===== src/rtl/line_irq_pkg.sv =====
package line_irq_pkg;
    localparam int DEF_LINE_W = 9;
    localparam int DEF_CNT_W  = 8;

    typedef enum logic [1:0] {
        ACT_HOLD   = 2'd0,
        ACT_RELOAD = 2'd1,
        ACT_DEC    = 2'd2,
        ACT_FIRE   = 2'd3
    } cnt_action_e;
endpackage


===== src/rtl/line_region_check.sv =====
module line_region_check #(
    parameter int LINE_W = 9
) (
    input  logic [LINE_W-1:0] line_num,
    input  logic [LINE_W-1:0] inactive_line,
    output logic              visible
);
    always_comb begin
        visible = (line_num < inactive_line);
    end
endmodule


===== src/rtl/line_irq_downcount.sv =====
module line_irq_downcount
    import line_irq_pkg::*;
#(
    parameter int CNT_W = 8
) (
    input  logic             clk,
    input  logic             rst_n,
    input  logic             strobe,
    input  logic             visible,
    input  logic [CNT_W-1:0] reload_val,
    output logic             fire,
    output logic [CNT_W-1:0] count
);
    typedef struct packed {
        logic [CNT_W-1:0] cnt;
    } cnt_state_t;

    cnt_state_t  state_d, state_q;
    cnt_action_e act;

    always_comb begin
        state_d = state_q;
        act     = ACT_HOLD;
        if (strobe) begin
            if (!visible)                   act = ACT_RELOAD;
            else if (state_q.cnt != '0)     act = ACT_DEC;
            else                            act = ACT_FIRE;
        end
        case (act)
            ACT_RELOAD, ACT_FIRE: state_d.cnt = reload_val;
            ACT_DEC:              state_d.cnt = state_q.cnt - 1'b1;
            default:              state_d.cnt = state_q.cnt;
        endcase
        fire = (act == ACT_FIRE);
    end

    always_ff @(posedge clk or negedge rst_n) begin
        if (!rst_n) state_q <= '0;
        else        state_q <= state_d;
    end

    assign count = state_q.cnt;
endmodule


===== src/rtl/line_irq_pending.sv =====
module line_irq_pending (
    input  logic clk,
    input  logic rst_n,
    input  logic fire,
    input  logic ack,
    input  logic enable,
    output logic pending,
    output logic req
);
    typedef struct packed {
        logic pend;
    } pend_state_t;

    pend_state_t state_d, state_q;

    always_comb begin
        state_d = state_q;
        if (fire)     state_d.pend = 1'b1;
        else if (ack) state_d.pend = 1'b0;
    end

    always_ff @(posedge clk or negedge rst_n) begin
        if (!rst_n) state_q <= '0;
        else        state_q <= state_d;
    end

    assign pending = state_q.pend;
    assign req     = state_q.pend & enable;
endmodule


===== src/rtl/line_irq_counter.sv =====
module line_irq_counter #(
    parameter int LINE_W = 9,
    parameter int CNT_W  = 8
) (
    input  logic              clk,
    input  logic              rst_n,
    input  logic              hblank_start,
    input  logic [LINE_W-1:0] line_num,
    input  logic [LINE_W-1:0] inactive_line,
    input  logic [CNT_W-1:0]  reload_val,
    input  logic              irq_enable,
    input  logic              irq_ack,
    output logic              irq_pending,
    output logic              irq_req
);
    logic             visible;
    logic             fire;
    logic [CNT_W-1:0] count_val;

    line_region_check #(.LINE_W(LINE_W)) u_region (
        .line_num      (line_num),
        .inactive_line (inactive_line),
        .visible       (visible)
    );

    line_irq_downcount #(.CNT_W(CNT_W)) u_count (
        .clk        (clk),
        .rst_n      (rst_n),
        .strobe     (hblank_start),
        .visible    (visible),
        .reload_val (reload_val),
        .fire       (fire),
        .count      (count_val)
    );

    line_irq_pending u_pend (
        .clk     (clk),
        .rst_n   (rst_n),
        .fire    (fire),
        .ack     (irq_ack),
        .enable  (irq_enable),
        .pending (irq_pending),
        .req     (irq_req)
    );
endmodule


===== config.mk =====
export PLATFORM = sky130hd
export DESIGN_NAME = line_irq_counter
export DESIGN_NICKNAME = d
export VERILOG_FILES = /design/src/rtl/line_irq_pkg.sv /design/src/rtl/line_region_check.sv /design/src/rtl/line_irq_downcount.sv /design/src/rtl/line_irq_pending.sv /design/src/rtl/line_irq_counter.sv
export SDC_FILE = /design/constraint.sdc
export NUM_CORES = 1
export LEC_CHECK = 0
export BUFFER_PORTS_ARGS = -buffer_cell sky130_fd_sc_hd__buf_2
export CAP_MARGIN = 20
export CORE_ASPECT_RATIO = 1.2
export CORE_MARGIN = 10
export CORE_UTILIZATION = 52
export DETAILED_ROUTE_END_ITERATION = 10
export MAX_ROUTING_LAYER = met4
export PLACE_DENSITY = 0.84
export SLEW_MARGIN = 5
export SYNTH_ARGS = -nofsm -noshare
export SYNTH_HDL_FRONTEND = slang
export SYNTH_HIERARCHICAL = 1
export SYNTH_SLANG_ARGS = --single-unit
export TNS_END_PERCENT = 30

===== constraint.sdc =====
create_clock -name clk -period 2.8 [get_ports clk]
set_input_delay 0.42 -clock clk [delete_from_list [all_inputs] [get_ports clk]]
set_output_delay 0.42 -clock clk [all_outputs]
set_load 0.03 [all_outputs]

==> metrics.md, run 1 <==
| Metric | Value |
|---|---|
| Clk_lat worst skew | 0.26 ns |
| Clk buf depth | 2 |
| Row count | 16 |
| Final hold violation count | 4 |
| Unique masters post-synth | 38 |
| CP top delay family | compound AO/OA/AOI/OAI gates |
| Detailed-router iteration count before antenna repair | 4 |
| Final worst path period share | 0.716 |
| Post_cts resized | 0 |
| Die Span Y | 64.9 µm |
| Status | finished with violations |
| Initial antenna violation count | 0 |
| Fin nets | 177 |
| CP max stage delay | 0.42 ns |
| Post-CTS Hold Fix Bufs | 0 |
| Skew final | 0.00914 ns |
| Total Routed Length | 2.13 mm |
| DR iter-0 viols | 11 |
| Avg WL per Cell | 13.9 µm |
| Comb power frac | 0.353 |
| Starting Density | 0.539 |
| Crit. Startpoint | line_num[2] |
| N_diodes | 0 |
| Seq/Total Area, Yosys | 0.258 |
| Top post-synthesis cells by area | dfrtp_1 26%, ha_1 14%, inv_1 6.9%, a21boi_2 3.9%, a21oi_1 3.4% |
| Slowest-stage cell, CP | o31a_1 |
| Setup TNS | 0 ns |
| P per Cell Area | 461 mW/mm² |
| Setup Viol. Count Final | 0 |
| Most frequent cells in the layout | 32 x buf_2, 16 x inv_1, 10 x ha_1, 9 x dfrtp_1, 8 x nand2_1 |
| Number of global-route vias before repair | 856 |
| Synth area leader | dfrtp_1 |
| Setup crit end kind | flop |
| # clock sinks | 9 |
| I/O pins | 33 |
| Required time worst endpoint | 2.92 ns |
| Worst setup path class | input port to flop |
| Worst R2R Start | u_count/count[0] |
| RSZ-0062 raised after global routing | no |
| CP Cell Sequence | buf_2, ha_1, a211oi_2, o211ai_1, a21oi_1, o31a_1, mux2i_1, a22oi_1 |
| Power, Total | 488 µW |
| Vias post-DR | 851 |
| Total global-route track usage | 0.119 |
| Clock power share | 0.212 |
| Crit start category | input port |
| CTS tree | built |
| WP data arrival | 2.13 ns |
| Failing checks | hold timing |
| Top FF cell, synth | dfrtp_1 |
| EDFF count, synth | 0 |
| Yosys reg bits | 9 |
| Final instance area | 0.00106 mm² |
| P&R area growth vs syn | 21.2% |
| DRC | 0 |
| Filler-free cell count of the finished design | 153 |
| Cell Int Power | 305 µW |
| Crit path time final | 2.00 ns |
| First-pass GRT wire length | 3.60 mm |
| Worst reg-to-reg path cell count | 6 |
| Syn_area_per_cell | 8.57 µm² |
| Post-DRT Antenna Nets | 0 |
| Placed Instances | 149 |
| Worst reg2reg endpoint | u_count/count[6] |
| CTS root buf | clkbuf_4 |
| Post-Place Cell Area | 0.00103 mm² |
| Max-cap violations | 0 |
| Switch Pwr | 183 µW |
| Share of the synthesized area in the top cell type | 0.258 |
| LEAKAGE | 0.000548 µW |
| WP buf/inv | 1 |
| Post-Syn Instances | 102 |
| CTS H-tree lvls | 1 |
| Switching Share | 0.375 |
| Leading cell type in the layout, fill and taps excluded | buf_2 |
| Largest net degree at the start of global routing | 19 |
| CTS Buf Count | 3 |
| Max Freq | 499 MHz |
| Worst vdd ir | 0.000308 V |
| Die W | 57.4 µm |
| Vias per cell | 5.56 |
| Post-CTS setup buffers | 0 |
| Total gr overflow | 0 |
| Setup slack, reg-to-reg | 0.91 ns |
| Worst-path clk slew | 0.07 ns |
| Detail Placement HPWL | 1.76 mm |
| Placer Congestion | 0.781 |
| Worst Hold Class | input port to async pin |
| Synth warnings | 6 |
| Sequential share of power | 0.436 |
| Core area | 0.00162 mm² |
| IO Port Bufs | 32 |
| Layout cells sized above 1 | 0.341 |
| CP max FO | 9 |
| Synth Net Count | 143 |
| Die Footprint | 0.00373 mm² |
| Hold WS | -0.00156 ns |
| Max-Slew Margin vs Limit | 0.701 |
| Synth Cell Area | 875 µm² |
| Max-slew violations | 0 |
| Worst-Margin Slew | 0.444 ns |
| Ys async rst share | 1.00 |
## state kept, by name, indices dropped and copies added (netlist names)
register / flops
u_count/count: 8
u_pend/pending: 1
## metal layers
| layer | vias to the layer above | track usage | wire, µm |
|---|---|---|---|
| met2 | 22 | 0.206 | 1090 |
| met1 | 392 | 0.126 | 936 |
| met5 | - | - | 0 |
| met4 | 0 | 0.0441 | 23 |
| li1 | 435 | - | - |
| met3 | 2 | 0.0292 | 85 |
## worst max path at each step
stage | depth (start not counted) | end | slack (ns)
after floorplan | 10 | u_count/count[6] | 0.79
after global placement | 8 | u_count/count[3] | 0.65
after detailed placement | 8 | u_count/count[3] | 0.55
after CTS | 8 | u_count/count[3] | 0.83
after global routing | 8 | u_count/count[3] | 0.64
final | 8 | u_count/count[3] | 0.80
## power by group through the flow
| stage | Sequential [µW] | Combinational [µW] | Clock [µW] |
|---|---|---|---|
| floorplan | 199 | 133 | 0 |
| global placement | 211 | 164 | 0 |
| detailed placement | 214 | 171 | 0 |
| CTS | 211 | 172 | 105 |
| global route | 219 | 195 | 113 |
| finish | 213 | 172 | 103 |
## kinds of logic after synthesis
logic type | Yosys count | synth area share
flip-flops | 9 | 0.258
AND/OR/NAND/NOR | 31 | 0.203
AO/OA/AOI/OAI | 29 | 0.256
adder cells (fa/ha/maj) | 10 | 0.143
buffers and inverters | 20 | 0.104
multiplexers | 3 | 0.0358
## layout make-up
class / count / area, µm²
Inverter: 16 / 60.1
Sequential cell: 9 / 225
Multi-Input combinational cell: 73 / 558
Tap cell: 18 / 22.5
Clock buffer: 4 / 26.3
Timing Repair Buffer: 33 / 168
Fill cell: 138 / 562
## worst register-to-register path, stage by stage, from the launching register on
cell and delay [ns]:
dfrtp_1 0.42, inv_1 0.11, ha_1 0.24, or3b_2 0.50, nor3_1 0.15, o21ai_0 0.11
a22o_1 0.25
## synthesized netlist by cell type, types with 2 or more instances
library cell and instances:
nor2b_1 2, ha_1 10, nand2_1 8, clkbuf_4 2
inv_1 16, mux2i_1 2, nand4_1 3, a21boi_2 3
nor3_1 4, nor2_1 2, nor4_1 3, a2bb2oi_1 3
o21ai_0 6, dfrtp_1 9, a21oi_1 6
## metrics by stage
step,util,hold WS (ns),worst slack [ns]
6_report,0.654,-0.00156,0.795
4_1_cts,0.654,0.00930,0.825
2_1_floorplan,-,0.124,0.789
3_5_place_dp,0.637,0.289,0.552
3_3_place_gp,0.637,0.284,0.653
5_1_grt,0.654,0.00467,0.644
(Power assumes the default switching activity.)
==> run 2, diff against run 1 <==
Settings changed: CORE_UTILIZATION 52 to 43, PLACE_DENSITY 0.84 to 0.74.
Clock period 2.8 ns to 1.8 ns, I/O delays scaled along.
==> run 2 against run 1 <==
The flow now finishes without violations; setup slack lost 0.76 ns; via count grew 11%; combinational power rose by 150%; global-route usage fell by 0.67 points; final cell count is 11% higher; die area grew 14%; sequential power increased by 35%; critical path depth fell by 3; largest power group is now combinational logic; highest routed layer unchanged.
==> metrics.md, run 2 (synthesis results as in run 1) <==
| Metric | Value |
|---|---|
| Leading cell type in the layout, fill and taps excluded | buf_2 |
| Layout cells sized above 1 | 0.437 |
| Total Routed Length | 2.40 mm |
| Worst setup path class | flop to flop |
| Skew final | 0.0116 ns |
| Final WS setup | 0.0370 ns |
| Crit. Startpoint | u_count/count[4] |
| IO Port Bufs | 32 |
| RSZ-0062 raised after global routing | yes |
| CTS H-tree lvls | 1 |
| Largest net degree at the start of global routing | 19 |
| Die Footprint | 0.00425 mm² |
| Detailed-router iteration count before antenna repair | 4 |
| Clk_lat worst skew | 0.27 ns |
| WP data arrival | 1.89 ns |
| Cell Int Power | 557 µW |
| Switching Share | 0.367 |
| Row count | 17 |
| LEAKAGE | 0.000623 µW |
| Worst reg2reg endpoint | u_count/count[3] |
| # clock sinks | 9 |
| Number of flip-flops in the largest register | 8 |
| Total global-route track usage | 0.112 |
| Number of global-route vias before repair | 925 |
| CP max FO | 4 |
| Worst-Margin Slew | 0.472 ns |
| Final worst path period share | 0.979 |
| Worst reg-to-reg path cell count | 5 |
| Sequential share of power | 0.326 |
| Most frequent cells in the layout | 32 x buf_2, 16 x buf_4, 14 x inv_1, 9 x ha_1, 9 x dfrtp_1 |
| Die W | 61.2 µm |
| Setup Viol. Count Final | 0 |
| Worst R2R Start | u_count/count[4] |
| Max-cap violations | 0 |
| Required time worst endpoint | 1.93 ns |
| Worst vdd ir | 0.000440 V |
| Worst-path clk slew | 0.06 ns |
| Final hold violation count | 0 |
| N_diodes | 0 |
| DR iter-0 viols | 25 |
| Worst Hold Class | input port to flop |
| Crit start category | flop |
| Initial antenna violation count | 0 |
| Setup crit end | u_count/count[3] |
| Vias post-DR | 941 |
| Switch Pwr | 323 µW |
| Setup slack, reg-to-reg | 0.04 ns |
| CTS tree | built |
| I/O pins | 33 |
| DRC | 0 |
| Setup crit end kind | flop |
| CTS root buf | clkbuf_4 |
| Max-slew violations | 0 |
| Crit path time final | 1.76 ns |
| Die Span Y | 69.4 µm |
| Post-DRT Antenna Nets | 0 |
| Total gr overflow | 0 |
| Starting Density | 0.462 |
| Final Util | 0.639 |
| P&R area growth vs syn | 38.3% |
| Avg WL per Cell | 14.1 µm |
| First-pass GRT wire length | 3.80 mm |
| Filler Cells Inserted | 173 |
| Fin nets | 193 |
| Clock power share | 0.191 |
| Max-Slew Margin vs Limit | 0.682 |
| Detail Placement HPWL | 1.96 mm |
| Vias per cell | 5.54 |
| Pre-CTS setup slack | -0.167 ns |
| Hold path cells | 3 |
| Clk buf depth | 2 |
| CTS Buf Count | 3 |
| P per Cell Area | 727 mW/mm² |
| Status | finished, final reports clean |
| Comb power frac | 0.483 |
| Max Freq | 567 MHz |
| Core area | 0.00189 mm² |
| Placer Congestion | 0.854 |
==> run 2: cell type report <==
cell class / count / area (µm²) / share of cell area
clock buffers: 4 / 26.3 / 0.0217
flip-flops and latches: 9 / 225 / 0.186
well taps: 19 / 23.8 / 0.0196
multi-input cells: 73 / 584 / 0.483
repair buffers: 49 / 290 / 0.240
inverters: 16 / 60.1 / 0.0496
==> run 2: metal layers <==
metal  global-route usage  wire [µm]
met1                0.127        976
met2                0.180       1240
met3               0.0366        146
met4               0.0302         37
met5                    -          0
==> run 2: what timing repair did <==
| action | in CTS | in global routing |
|---|---|---|
| pin swaps | 1 | 3 |
| endpoints found under the setup margin | 4 | 6 |
| hold buffers | 1 | 0 |
| hold endpoints to repair | 9 | 0 |
| buffers inserted | 1 | 1 |
| gates resized for setup | 1 | 3 |
==> run 2: critical path: stages, from the launching register on <==
cell     delay [ns]
dfrtp_1        0.38
or4_4          0.58
o31a_1         0.28
buf_4          0.16
mux2i_1        0.16
a22oi_1        0.08
==> run 2: how the worst min path moves through the flow <==
stage	endpoint	slack, ns	start
finish	u_count/count[1]	0.24	reload_val[1]
global route	u_count/count[1]	0.25	reload_val[1]
CTS	u_count/count[1]	0.24	reload_val[1]
floorplan	u_count/count[0]	-0.03	rst_n
global placement	u_pend/pending	0.14	rst_n
detailed placement	u_count/count[5]	0.14	rst_n
==> run 2: power by group through the flow <==
stage | combinational, µW | clock (µW) | sequential [µW]
after floorplan | 213 | 0 | 311
after global placement | 388 | 0 | 288
after detailed placement | 403 | 0 | 290
after CTS | 411 | 169 | 288
after global routing | 472 | 186 | 294
final | 425 | 168 | 287
==> run 2: metrics by stage <==
stage	TNS (ns)	hold slack, ns	power [µW]	cell area (µm²)	std cells
2_1_floorplan	0	-0.0256	523	895	102
3_3_place_gp	-0.395	0.137	676	1150	163
3_5_place_dp	-0.839	0.144	693	1150	163
4_1_cts	-0.00829	0.237	868	1200	169
6_report	0	0.236	880	1210	170
5_1_grt	-0.0364	0.245	951	1210	170
